## src/rtl/smb_cfg_pkg.sv

```systemverilog
package smb_cfg_pkg;
  typedef logic [7:0] byte_t;
  typedef enum logic [2:0] {
    ST_IDLE,
    ST_RX,
    ST_ACK,
    ST_TX,
    ST_MACK
  } link_st_e;
endpackage

```

## src/rtl/smb_cfg_sync.sv

```systemverilog
module smb_cfg_sync #(
  parameter int unsigned STAGES = 2
) (
  input  logic clk_i,
  input  logic rst_ni,
  input  logic scl_i,
  input  logic sda_i,
  output logic scl_s_o,
  output logic sda_s_o,
  output logic scl_rise_o,
  output logic scl_fall_o,
  output logic start_o,
  output logic stop_o
);
  logic [STAGES-1:0] scl_ff, sda_ff;
  logic scl_q, sda_q;

  always_ff @(posedge clk_i or negedge rst_ni) begin
    if (!rst_ni) begin
      scl_ff <= '1;
      sda_ff <= '1;
      scl_q  <= 1'b1;
      sda_q  <= 1'b1;
    end else begin
      scl_ff <= {scl_ff[STAGES-2:0], scl_i};
      sda_ff <= {sda_ff[STAGES-2:0], sda_i};
      scl_q  <= scl_ff[STAGES-1];
      sda_q  <= sda_ff[STAGES-1];
    end
  end

  assign scl_s_o    = scl_ff[STAGES-1];
  assign sda_s_o    = sda_ff[STAGES-1];
  assign scl_rise_o = scl_s_o & ~scl_q;
  assign scl_fall_o = ~scl_s_o & scl_q;
  // sda edge with scl held high
  assign start_o    = scl_s_o & scl_q & sda_q & ~sda_s_o;
  assign stop_o     = scl_s_o & scl_q & ~sda_q & sda_s_o;
endmodule

```

## src/rtl/smb_cfg_link.sv

```systemverilog
module smb_cfg_link
  import smb_cfg_pkg::*;
#(
  parameter logic [6:0] SLV_ADDR = 7'h69
) (
  input  logic  clk_i,
  input  logic  rst_ni,
  input  logic  scl_rise_i,
  input  logic  scl_fall_i,
  input  logic  sda_s_i,
  input  logic  start_i,
  input  logic  stop_i,
  input  byte_t rd_data_i,
  output logic  sda_oe_o,
  output logic  wr_stb_o,
  output byte_t wr_idx_o,
  output byte_t wr_data_o,
  output logic  txn_end_o,
  output byte_t rd_idx_o
);
  link_st_e st_q;
  logic [3:0] bit_cnt_q;
  byte_t sh_q, byte_num_q, rd_idx_q;
  logic is_addr_q, rw_q, mack_q;

  always_ff @(posedge clk_i or negedge rst_ni) begin
    if (!rst_ni) begin
      st_q       <= ST_IDLE;
      bit_cnt_q  <= '0;
      sh_q       <= '0;
      byte_num_q <= '0;
      rd_idx_q   <= '0;
      is_addr_q  <= 1'b0;
      rw_q       <= 1'b0;
      mack_q     <= 1'b0;
      sda_oe_o   <= 1'b0;
      wr_stb_o   <= 1'b0;
      wr_idx_o   <= '0;
      wr_data_o  <= '0;
      txn_end_o  <= 1'b0;
    end else begin
      wr_stb_o  <= 1'b0;
      txn_end_o <= 1'b0;
      if (start_i) begin
        st_q      <= ST_RX;
        is_addr_q <= 1'b1;
        bit_cnt_q <= '0;
        sda_oe_o  <= 1'b0;
        txn_end_o <= 1'b1;
      end else if (stop_i) begin
        st_q      <= ST_IDLE;
        sda_oe_o  <= 1'b0;
        txn_end_o <= 1'b1;
      end else begin
        unique case (st_q)
          ST_RX: begin
            if (scl_rise_i) begin
              sh_q      <= {sh_q[6:0], sda_s_i};
              bit_cnt_q <= bit_cnt_q + 4'd1;
            end else if (scl_fall_i && bit_cnt_q == 4'd8) begin
              bit_cnt_q <= '0;
              if (is_addr_q) begin
                if (sh_q[7:1] == SLV_ADDR) begin
                  st_q       <= ST_ACK;
                  sda_oe_o   <= 1'b1;
                  rw_q       <= sh_q[0];
                  byte_num_q <= '0;
                  rd_idx_q   <= '0;
                end else begin
                  st_q <= ST_IDLE;
                end
              end else begin
                st_q     <= ST_ACK;
                sda_oe_o <= 1'b1;
                // bytes 0,1 are command and count: dropped
                if (byte_num_q >= 8'd2) begin
                  wr_stb_o  <= 1'b1;
                  wr_idx_o  <= byte_num_q - 8'd2;
                  wr_data_o <= sh_q;
                end
                if (byte_num_q != 8'hFF) byte_num_q <= byte_num_q + 8'd1;
              end
            end
          end
          ST_ACK: begin
            if (scl_fall_i) begin
              is_addr_q <= 1'b0;
              bit_cnt_q <= '0;
              if (is_addr_q && rw_q) begin
                st_q     <= ST_TX;
                sh_q     <= rd_data_i;
                sda_oe_o <= ~rd_data_i[7];
                if (rd_idx_q != 8'hFF) rd_idx_q <= rd_idx_q + 8'd1;
              end else begin
                st_q     <= ST_RX;
                sda_oe_o <= 1'b0;
              end
            end
          end
          ST_TX: begin
            if (scl_rise_i) begin
              bit_cnt_q <= bit_cnt_q + 4'd1;
            end else if (scl_fall_i) begin
              if (bit_cnt_q == 4'd8) begin
                st_q     <= ST_MACK;
                sda_oe_o <= 1'b0;
              end else begin
                sh_q     <= {sh_q[6:0], 1'b0};
                sda_oe_o <= ~sh_q[6];
              end
            end
          end
          ST_MACK: begin
            if (scl_rise_i) begin
              mack_q <= ~sda_s_i;
            end else if (scl_fall_i) begin
              bit_cnt_q <= '0;
              if (mack_q) begin
                st_q     <= ST_TX;
                sh_q     <= rd_data_i;
                sda_oe_o <= ~rd_data_i[7];
                if (rd_idx_q != 8'hFF) rd_idx_q <= rd_idx_q + 8'd1;
              end else begin
                st_q <= ST_IDLE;
              end
            end
          end
          default: ;
        endcase
      end
    end
  end

  assign rd_idx_o = rd_idx_q;
endmodule

```

## src/rtl/smb_cfg_regs.sv

```systemverilog
module smb_cfg_regs
  import smb_cfg_pkg::*;
#(
  parameter int unsigned          NREG    = 17,
  parameter int unsigned          CNT_IDX = 8,
  parameter logic [7:0]           CNT_RST = 8'h08,
  parameter int unsigned          NPAIR   = 2,
  parameter logic [NPAIR*8-1:0]   PAIR_LO = {8'd13, 8'd11}
) (
  input  logic            clk_i,
  input  logic            rst_ni,
  input  logic            wr_stb_i,
  input  byte_t           wr_idx_i,
  input  byte_t           wr_data_i,
  input  logic            txn_end_i,
  output logic [NREG*8-1:0] regs_o
);
  function automatic int pair_lo_of(int idx);
    int r;
    r = -1;
    for (int p = 0; p < int'(NPAIR); p++)
      if (int'(PAIR_LO[p*8 +: 8]) == idx) r = p;
    return r;
  endfunction

  function automatic int pair_hi_of(int idx);
    int r;
    r = -1;
    for (int p = 0; p < int'(NPAIR); p++)
      if (int'(PAIR_LO[p*8 +: 8]) + 1 == idx) r = p;
    return r;
  endfunction

  logic [NPAIR-1:0] pend_q;
  byte_t stage_q [NPAIR];

  for (genvar p = 0; p < NPAIR; p++) begin : g_pair
    localparam byte_t LO = PAIR_LO[p*8 +: 8];
    always_ff @(posedge clk_i or negedge rst_ni) begin
      if (!rst_ni) begin
        pend_q[p]  <= 1'b0;
        stage_q[p] <= '0;
      end else if (txn_end_i) begin
        pend_q[p] <= 1'b0;
      end else if (wr_stb_i && wr_idx_i == LO) begin
        stage_q[p] <= wr_data_i;
        pend_q[p]  <= 1'b1;
      end else if (wr_stb_i && wr_idx_i == LO + 8'd1) begin
        pend_q[p] <= 1'b0;
      end
    end
  end

  for (genvar i = 0; i < NREG; i++) begin : g_reg
    localparam int    PL  = pair_lo_of(i);
    localparam int    PH  = pair_hi_of(i);
    localparam byte_t RST = (i == CNT_IDX) ? CNT_RST : 8'h00;
    localparam byte_t IDX = byte_t'(i);
    byte_t q;
    if (i == CNT_IDX) begin : g_cnt
      always_ff @(posedge clk_i or negedge rst_ni) begin
        if (!rst_ni) q <= RST;
        else if (wr_stb_i && wr_idx_i == IDX && wr_data_i != 8'h00) q <= wr_data_i;
      end
    end else if (PL >= 0) begin : g_lo
      always_ff @(posedge clk_i or negedge rst_ni) begin
        if (!rst_ni) q <= RST;
        else if (wr_stb_i && wr_idx_i == IDX + 8'd1 && pend_q[PL]) q <= stage_q[PL];
      end
    end else if (PH >= 0) begin : g_hi
      always_ff @(posedge clk_i or negedge rst_ni) begin
        if (!rst_ni) q <= RST;
        else if (wr_stb_i && wr_idx_i == IDX && pend_q[PH]) q <= wr_data_i;
      end
    end else begin : g_plain
      always_ff @(posedge clk_i or negedge rst_ni) begin
        if (!rst_ni) q <= RST;
        else if (wr_stb_i && wr_idx_i == IDX) q <= wr_data_i;
      end
    end
    assign regs_o[i*8 +: 8] = q;
  end
endmodule

```

## src/rtl/smb_cfg_slave.sv

```systemverilog
module smb_cfg_slave
  import smb_cfg_pkg::*;
#(
  parameter logic [6:0]         SLV_ADDR    = 7'h69,
  parameter int unsigned        NREG        = 17,
  parameter int unsigned        CNT_IDX     = 8,
  parameter logic [7:0]         CNT_RST     = 8'h08,
  parameter int unsigned        NPAIR       = 2,
  parameter logic [NPAIR*8-1:0] PAIR_LO     = {8'd13, 8'd11},
  parameter int unsigned        SYNC_STAGES = 2
) (
  input  logic              clk_i,
  input  logic              rst_ni,
  input  logic              scl_i,
  input  logic              sda_i,
  output logic              sda_oe_o,
  output logic [NREG*8-1:0] cfg_o
);
  logic  scl_s, sda_s, scl_rise, scl_fall, start, stop;
  logic  wr_stb, txn_end;
  byte_t wr_idx, wr_data, rd_idx, rd_data, cnt_w;

  smb_cfg_sync #(.STAGES(SYNC_STAGES)) u_sync (
    .clk_i, .rst_ni, .scl_i, .sda_i,
    .scl_s_o(scl_s), .sda_s_o(sda_s), .scl_rise_o(scl_rise),
    .scl_fall_o(scl_fall), .start_o(start), .stop_o(stop)
  );

  smb_cfg_link #(.SLV_ADDR(SLV_ADDR)) u_link (
    .clk_i, .rst_ni, .scl_rise_i(scl_rise), .scl_fall_i(scl_fall),
    .sda_s_i(sda_s), .start_i(start), .stop_i(stop), .rd_data_i(rd_data),
    .sda_oe_o, .wr_stb_o(wr_stb), .wr_idx_o(wr_idx), .wr_data_o(wr_data),
    .txn_end_o(txn_end), .rd_idx_o(rd_idx)
  );

  smb_cfg_regs #(
    .NREG(NREG), .CNT_IDX(CNT_IDX), .CNT_RST(CNT_RST),
    .NPAIR(NPAIR), .PAIR_LO(PAIR_LO)
  ) u_regs (
    .clk_i, .rst_ni, .wr_stb_i(wr_stb), .wr_idx_i(wr_idx),
    .wr_data_i(wr_data), .txn_end_i(txn_end), .regs_o(cfg_o)
  );

  assign cnt_w = cfg_o[CNT_IDX*8 +: 8];

  // read stream: length byte, then registers below the length, else 0xFF
  always_comb begin
    rd_data = 8'hFF;
    if (rd_idx == 8'd0) rd_data = cnt_w;
    else
      for (int i = 0; i < int'(NREG); i++)
        if (rd_idx == byte_t'(i + 1) && byte_t'(i) < cnt_w) rd_data = cfg_o[i*8 +: 8];
  end
endmodule

```

## config.mk

```make
export PLATFORM = sky130hd
export DESIGN_NAME = smb_cfg_slave
export DESIGN_NICKNAME = d
export VERILOG_FILES = /design/src/rtl/smb_cfg_pkg.sv /design/src/rtl/smb_cfg_sync.sv /design/src/rtl/smb_cfg_link.sv /design/src/rtl/smb_cfg_regs.sv /design/src/rtl/smb_cfg_slave.sv
export SDC_FILE = /design/constraint.sdc
export NUM_CORES = 1
export LEC_CHECK = 0
export BUFFER_PORTS_ARGS = -buffer_cell sky130_fd_sc_hd__buf_2
export CORE_MARGIN = 3
export CORE_UTILIZATION = 35
export DETAILED_ROUTE_END_ITERATION = 16
export SYNTH_ARGS = -nofsm -noshare
export SYNTH_HDL_FRONTEND = slang
export SYNTH_SLANG_ARGS = --single-unit
```

## constraint.sdc

```tcl
create_clock -name clk_i -period 3.52 [get_ports clk_i]
set_input_delay 0.704 -clock clk_i [delete_from_list [all_inputs] [get_ports clk_i]]
set_output_delay 0.704 -clock clk_i [all_outputs]
set_load 0.03 [all_outputs]
```

Yosys cells after proc, flatten, opt, wreduce, memory -nomap -nowiden
Cells that the tools add are included.
{"block": "classes", "addsub": 4, "n_lt_le_gt_ge": 18, "n_eq_ne": 69, "n_mux": 98, "bitwise": 18, "n_reduce_logical": 63}
{"cell": "$mux 8", "n": 39}
{"cell": "$eq 8x4->1 const B", "n": 16}
{"cell": "$eq 8x3->1 const B", "n": 8}
{"cell": "$lt 4x8->1 const A", "n": 8}
{"cell": "$logic_and 1x1->1", "n": 39}
{"cell": "$mux 1", "n": 33}
{"cell": "$eq 8x2->1 const B", "n": 4}
{"cell": "$lt 3x8->1 const A", "n": 4}
{"cell": "$pmux 8 s4", "n": 1}
{"cell": "$mux 3", "n": 10}
{"cell": "$mux 4", "n": 7}
{"cell": "$ne 4x3->1 const B", "n": 7}
{"cell": "$eq 8x5->1 const B", "n": 3}
{"cell": "$pmux 8 s3", "n": 1}
{"cell": "$reduce_and 12->1", "n": 2}
{"cell": "$reduce_and 7->1", "n": 3}
{"cell": "$add 8x1->8 const B", "n": 2}
{"cell": "$eq 8x1->1 const B", "n": 2}
{"cell": "$logic_not 8->1", "n": 2}
{"cell": "$lt 1x8->1 const A", "n": 2}
{"cell": "$lt 2x8->1 const A", "n": 2}
{"cell": "$ne 2x1->1 const B", "n": 8}
{"cell": "$ne 8x8->1 const B", "n": 2}
{"cell": "$pmux 4 s4", "n": 1}
{"cell": "30 further kinds", "n": 64}
{"block": "word_totals", "reg_bits": 213, "in_bits": 4, "wordCells": 308}

Logic depth before layout (Yosys ltp)
{"block": "logic_depth", "depth_word": 27, "depth_mapped": 11, "mapped_depth_nobuf": 9}

By module
Synthesis repeated with hierarchy kept, for this count alone.
{"block": "unflattened", "cells_unflattened": 951, "area_unflattened_um2": 10720.3}
{"module": "smb_cfg_regs", "instances": 1, "cells_each": 391, "area_per_inst_um2": 6069.6, "seq_area_each_um2": 3854.9}
{"module": "smb_cfg_link", "instances": 1, "cells_each": 319, "area_per_inst_um2": 3060.4, "seq_area_each_um2": 1326.3}
{"module": "smb_cfg_slave", "instances": 1, "cells_each": 231, "area_per_inst_um2": 1400.1, "seq_area_each_um2": 0.0}
{"module": "smb_cfg_sync", "instances": 1, "cells_each": 10, "area_per_inst_um2": 190.2, "seq_area_each_um2": 157.7}

Worst setup path after synthesis
OpenSTA, ideal clock, no wires.
{"block": "synth_timing", "path_kind": "register -> register", "startpoint": "register u_regs.g_reg[8].q[6]", "endpoint": "register u_link.sh_q[3]", "arrival_ns": 2.621, "required_ns": 3.394, "slack_ns": 0.773, "path_stages_with_launch": 10, "n_path_buf": 2, "synth_period_minus_slack_ns": 2.747, "path_cell_list": "dfrtp_1 > clkbuf_1 > or4_1 > buf_2 > o2111ai_2 > inv_1 > a221oi_1 > o211ai_1 > a31o_1 > a221o_1"}
{"block": "synth_between", "elab_chain_cells": 24, "elab_cells_between_ends": 58, "cone_classes": "17 x order compare; 24 x mux; 17 x reduce/logical"}
{"element": "start: declaration", "line_no": "smb_cfg_regs.sv:59", "rtl": "byte_t q;"}
{"element": "start signal: assignment", "line_no": "smb_cfg_regs.sv:63", "rtl": "else if (wr_stb_i && wr_idx_i == IDX && wr_data_i != 8'h00) q <= wr_data_i;"}
{"element": "$lt 1x8->1", "line_no": "smb_cfg_slave.sv:52", "rtl": "if (rd_idx == byte_t'(i + 1) && byte_t'(i) < cnt_w) rd_data = cfg_o[i*8 +: 8];"}
{"element": "$logic_and 1x1->1", "line_no": "smb_cfg_slave.sv:52"}
{"element": "$mux 8 (16 in series)", "line_no": "smb_cfg_slave.sv:52"}
{"element": "$mux 8 (*)", "line_no": "smb_cfg_slave.sv:52"}
{"element": "$mux 8 (*)", "line_no": "smb_cfg_slave.sv:49", "rtl": "if (rd_idx == 8'd0) rd_data = cnt_w;"}
{"element": "$mux 8", "line_no": "smb_cfg_link.sv:118", "rtl": "if (mack_q) begin"}
{"element": "$mux 8", "line_no": "smb_cfg_link.sv:116", "rtl": "end else if (scl_fall_i) begin"}
{"element": "$mux 8", "line_no": "smb_cfg_link.sv:114", "rtl": "if (scl_rise_i) begin"}
{"element": "$pmux 8 s4 (*)", "line_no": "smb_cfg_link.sv:55", "rtl": "unique case (st_q)"}
{"element": "end signal: assignment", "line_no": "smb_cfg_link.sv:58", "rtl": "sh_q <= {sh_q[6:0], sda_s_i};"}
{"element": "end signal: assignment", "line_no": "smb_cfg_link.sv:108", "rtl": "sh_q <= {sh_q[6:0], 1'b0};"}
{"element": "end signal: assignment", "line_no": "smb_cfg_link.sv:120", "rtl": "sh_q <= rd_data_i;"}
{"element": "end: declaration", "line_no": "smb_cfg_link.sv:23", "rtl": "byte_t sh_q, byte_num_q, rd_idx_q;"}
Mark *: on every way between the ends. The rest lies on a longest branch, timed or not. The select of a mux whose other input is x is not followed.
A chain may end at the register's enable or synchronous reset.

Final worst setup path
{"block": "layout_timing", "startpoint": "register u_link.rd_idx_q[5] (netlist: u_link.rd_idx_o[5])", "endpoint": "register u_link.sh_q[0]"}
{"block": "layout_between", "elab_chain_cells": 24, "elab_cells_between_ends": 59, "cone_classes": "17 x eq/ne; 24 x mux; 18 x reduce/logical"}
{"element": "start: declaration", "line_no": "smb_cfg_link.sv:23"}
{"element": "start signal: assignment", "line_no": "smb_cfg_link.sv:93", "rtl": "if (rd_idx_q != 8'hFF) rd_idx_q <= rd_idx_q + 8'd1;"}
{"element": "start signal: assignment", "line_no": "smb_cfg_link.sv:122", "rtl": "if (rd_idx_q != 8'hFF) rd_idx_q <= rd_idx_q + 8'd1;"}
{"element": "$eq 8x1->1", "line_no": "smb_cfg_slave.sv:52"}
{"element": "$logic_and 1x1->1", "line_no": "smb_cfg_slave.sv:52"}
{"element": "$mux 8 (17 in series)", "line_no": "smb_cfg_slave.sv:52"}
{"element": "$mux 8 (*)", "line_no": "smb_cfg_slave.sv:49"}
{"element": "$mux 8", "line_no": "smb_cfg_link.sv:118"}
{"element": "$mux 8", "line_no": "smb_cfg_link.sv:116"}
{"element": "$mux 8", "line_no": "smb_cfg_link.sv:114"}
{"element": "$pmux 8 s4 (*)", "line_no": "smb_cfg_link.sv:55"}
Marks and branches as above.

==> metrics.md <==
| Metric | Value |
|---|---|
| Worst setup EP type | flop |
| Maximum vdd drop | 0.355 mV |
| Outcome | finished, final reports clean |
| Post-CTS Setup Bufs | 0 |
| Final Cycle Share | 0.939 |
| Period minus WS final | roughly 3.3 ns |
| Vias in the first global route | 8,417 |
| Final Instance Area | 12,800 um2 |
| Final wirelength | 34,700 um |
| Rows | 63 |
| Starting DRT DRC Count | 974 |
| CTS tree | built |
| Xor-xnor portion of the synthesized cell area | 0.00490 |
| Fillers | 2,871 |
| Leading cell types in the layout, fill and taps excluded | dfrtp_1 (206), mux2_2 (155), buf_2 (139) |
| Fmax | roughly 300 MHz |
| Drt wl/cell | 22.6 um |
| Most common cell after layout, fill and taps aside | dfrtp_1 |
| # setup viols final | 0 |
| Die height | 181 um |
| Clk root buf | clkbuf_16 |
| Max_slew headroom | 0.293 |
| Antenna violations before repair | 1 |
| Pleak | 6.37 nW |
| Reg2reg setup slack | 0.21 ns |
| Area after DPL | 11,900 um2 |
| Via Count | roughly 9,000 |
| Nets | 1,137 |
| Post-synthesis adder-cell area fraction | 0.0117 |
| WP data required | 3.92 ns |
| Synth warn | 0 |
| Post-CTS resize count | 0 |
| Layout Cells excl Fill | 1,531 |
| Total die area | 32,800 um2 |
| Post-synthesis mux area share | 0.166 |
| Via density | 5.78 |
| Complex-gate fraction of the synthesized area | 0.152 |
| DRT Pass-1 Iters | 6 |
| Syn Nets | 1,007 |
| RePlAce Congestion | 0.966 |
| Num CTS Buffers | 24 |
| Delay-heaviest family, CP | compound AO/OA/AOI/OAI gates |
| Aggregate global-route resource usage | 0.204 |
| First-pass GRT wire length | 53,100 um |
| Post-synthesis cell count | 993 |
| Hold buffer count at CTS | 0 |
| CP max stage delay | 0.80 ns |
| H-tree levels | 1 |
| Die width | 181 um |
| WP data arrival | approximately 3.7 ns |
| Final TNS setup | 0 ns |
| Top cell type by total area after synthesis | dfrtp_1 |
| ANT cells | 0 |
| Largest net degree at the start of global routing | 81 |
| Number of enable flip-flop cells after synthesis | 0 |
| Largest family of logic cells by synthesized area | multiplexers |
| Asr flop ratio synth | 1.00 |
| Core Box Area | 30,000 um2 |
| Synth Flop Type | dfrtp_1 |
| Final Hold Vio Count | 0 |
| P&R area growth vs syn | 19.3% |
| Fin util | 0.427 |
| Synthesized flop and latch total | 213 |
| I/O Buffers | 140 |
| Post-Syn Area | 10,700 um2 |
| Layout cells sized above 1 | 0.351 |
| Clock transition at path regs | roughly 0.06 ns |
| Post-Syn Area per Cell | 10.8 um2 |
| DRC viols | 0 |
| GRT Residual Overflow | 0 |
| Synth area leaders | dfrtp_1 (48%), mux2_2 (16%), nand2_1 (3.5%) |
| DP Wirelength | 25,200 um |
| Io pins | 141 |
| Clock Latency Late Sink | about 0.53 ns |
| Clk sink count | 213 |
| Placed insts | between 1,000 and 1,500 |
| Type of the worst setup path | reg -> reg |
| RSZ-0062 raised after global routing | no |
| Hold Slack | 0.204 ns |
| Max capacitance violation total | 0 |
| Area of the multi-input gates | 5030 um2 |
| Synth cell types | 78 |
| Clock buffer depth | 3 |
| Bufs and invs on worst path | 0 |
| Yosys top cell area share | 0.480 |
| Hold Crit Class | in -> async |
| Slowest CP cell | or4_1 |
| Final ANT Viol Nets | 0 |
| Sequential area share after synthesis | 0.497 |
| Post-synthesis simple-gate area fraction | 0.134 |
| Worst Clk Skew | about 0.031 ns |
| Worst path cell trace | or4_1 > a211oi_4 > and3b_1 > a22oi_1 > o2111ai_1 > a221oi_1 > o21ai_0 |
| Worst Path Max Fanout | 9 |
| Seq. cell area | 5340 um2 |
| Pwr/cell area | 545 nW/um2 |
| Worst slew pin tran | between 1 and 1.5 ns |
| Startpoint Class | flop |
| Starting density of the core | 0.358 |
| Slew Limit Fails | 0 |
==> registers in the layout, indices dropped and copies added, names as in the netlist <==
register           flops
u_link.bit_cnt_q       4
u_link.byte_num_q      8
u_link.is_addr_q       1
u_link.mack_q          1
u_link.rd_idx_o        8
u_link.rw_q            1
u_link.sda_oe_o        1
u_link.sh_q            8
u_link.st_q            3
u_link.txn_end_o       1
u_link.wr_data_o       8
u_link.wr_idx_o        8
u_link.wr_stb_o        1
u_regs.g.q           136
u_regs.pend_q          2
u_regs.stage_q        16
u_sync.scl_ff          2
u_sync.scl_q           1
u_sync.sda_ff          2
u_sync.sda_q           1
==> final timing paths <==
kind | cells past startpoint | from | end
max in group asynchronous | 2 | rst_ni | u_regs.g_reg[8].q[3]
min in group clk_i | 1 | sda_i | u_sync.sda_ff[0]
setup reg to reg | 7 | u_link.rd_idx_o[5] | u_link.sh_q[0]
hold reg to reg | 0 | u_sync.scl_ff[0] | u_sync.scl_ff[1]
hold / removal | 1 | rst_ni | u_regs.g_reg[2].q[4]
setup / recovery | 7 | u_link.rd_idx_o[5] | u_link.sh_q[0]
==> Yosys cell counts (all sizes together), types with 4 or more instances <==
library cell    n
dfrtp         206
mux2          155
nand2         102
o21ai          65
nor2           60
clkbuf         55
a21oi          30
nor3           23
o22ai          22
inv            20
nand3          16
buf            14
a221oi         13
nor4           13
nand2b         12
ha             10
nand4          10
nor2b           9
o211ai          9
o221ai          9
o31ai           8
or3             8
a22oi           7
dfstp           7
a31oi           6
and3            6
or3b            6
a22o            5
o2111ai         5
o21a            5
a211oi          4
and2            4
mux2i           4
nand3b          4
o32ai           4
o41ai           4
xnor2           4
==> routing by layer <==
metal	wire [um]	up-vias	global-route usage
met5	0	-	0
met4	650	0	0.0393
met3	2470	53	0.0306
met2	15800	362	0.317
met1	15800	4493	0.305
li1	-	3935	-
==> final cells by class <==
class                      instances  area share
multi-input combinational        691       0.393
timing repair buffer             173      0.0767
inverter                          20     0.00586
sequential                       213       0.417
clock inverter                    13      0.0163
clock buffer                      31      0.0529
tap                              390      0.0381
==> per-stage QoR <==
stage | setup WS (ns) | power, mW
5_1_grt | 0.0516 | 7.28
6_report | 0.214 | 6.98
3_5_place_dp | 0.264 | 4.23
4_1_cts | 0.270 | 7.00
2_1_floorplan | 0.773 | 3.73
3_3_place_gp | 0.277 | 4.22
==> where the power goes <==
| part | switching (mW) | total, mW | internal [mW] |
|---|---|---|---|
| sequential | 0.146 | 2.71 | 2.56 |
| clock | 1.04 | 2.77 | 1.73 |
| combinational | 0.961 | 1.51 | 0.545 |
==> logic make-up (layout without fill, tap and decap cells) <==
logic type / count (synthesis) / in the layout
flops: 213 / 213
buf+inv: 89 / 237
simple gates: 287 / 287
compound gates: 229 / 229
mux: 159 / 159
xor+xnor: 6 / 6
fa+ha+maj: 10 / 10
Power figures use the tool's default switching activity.
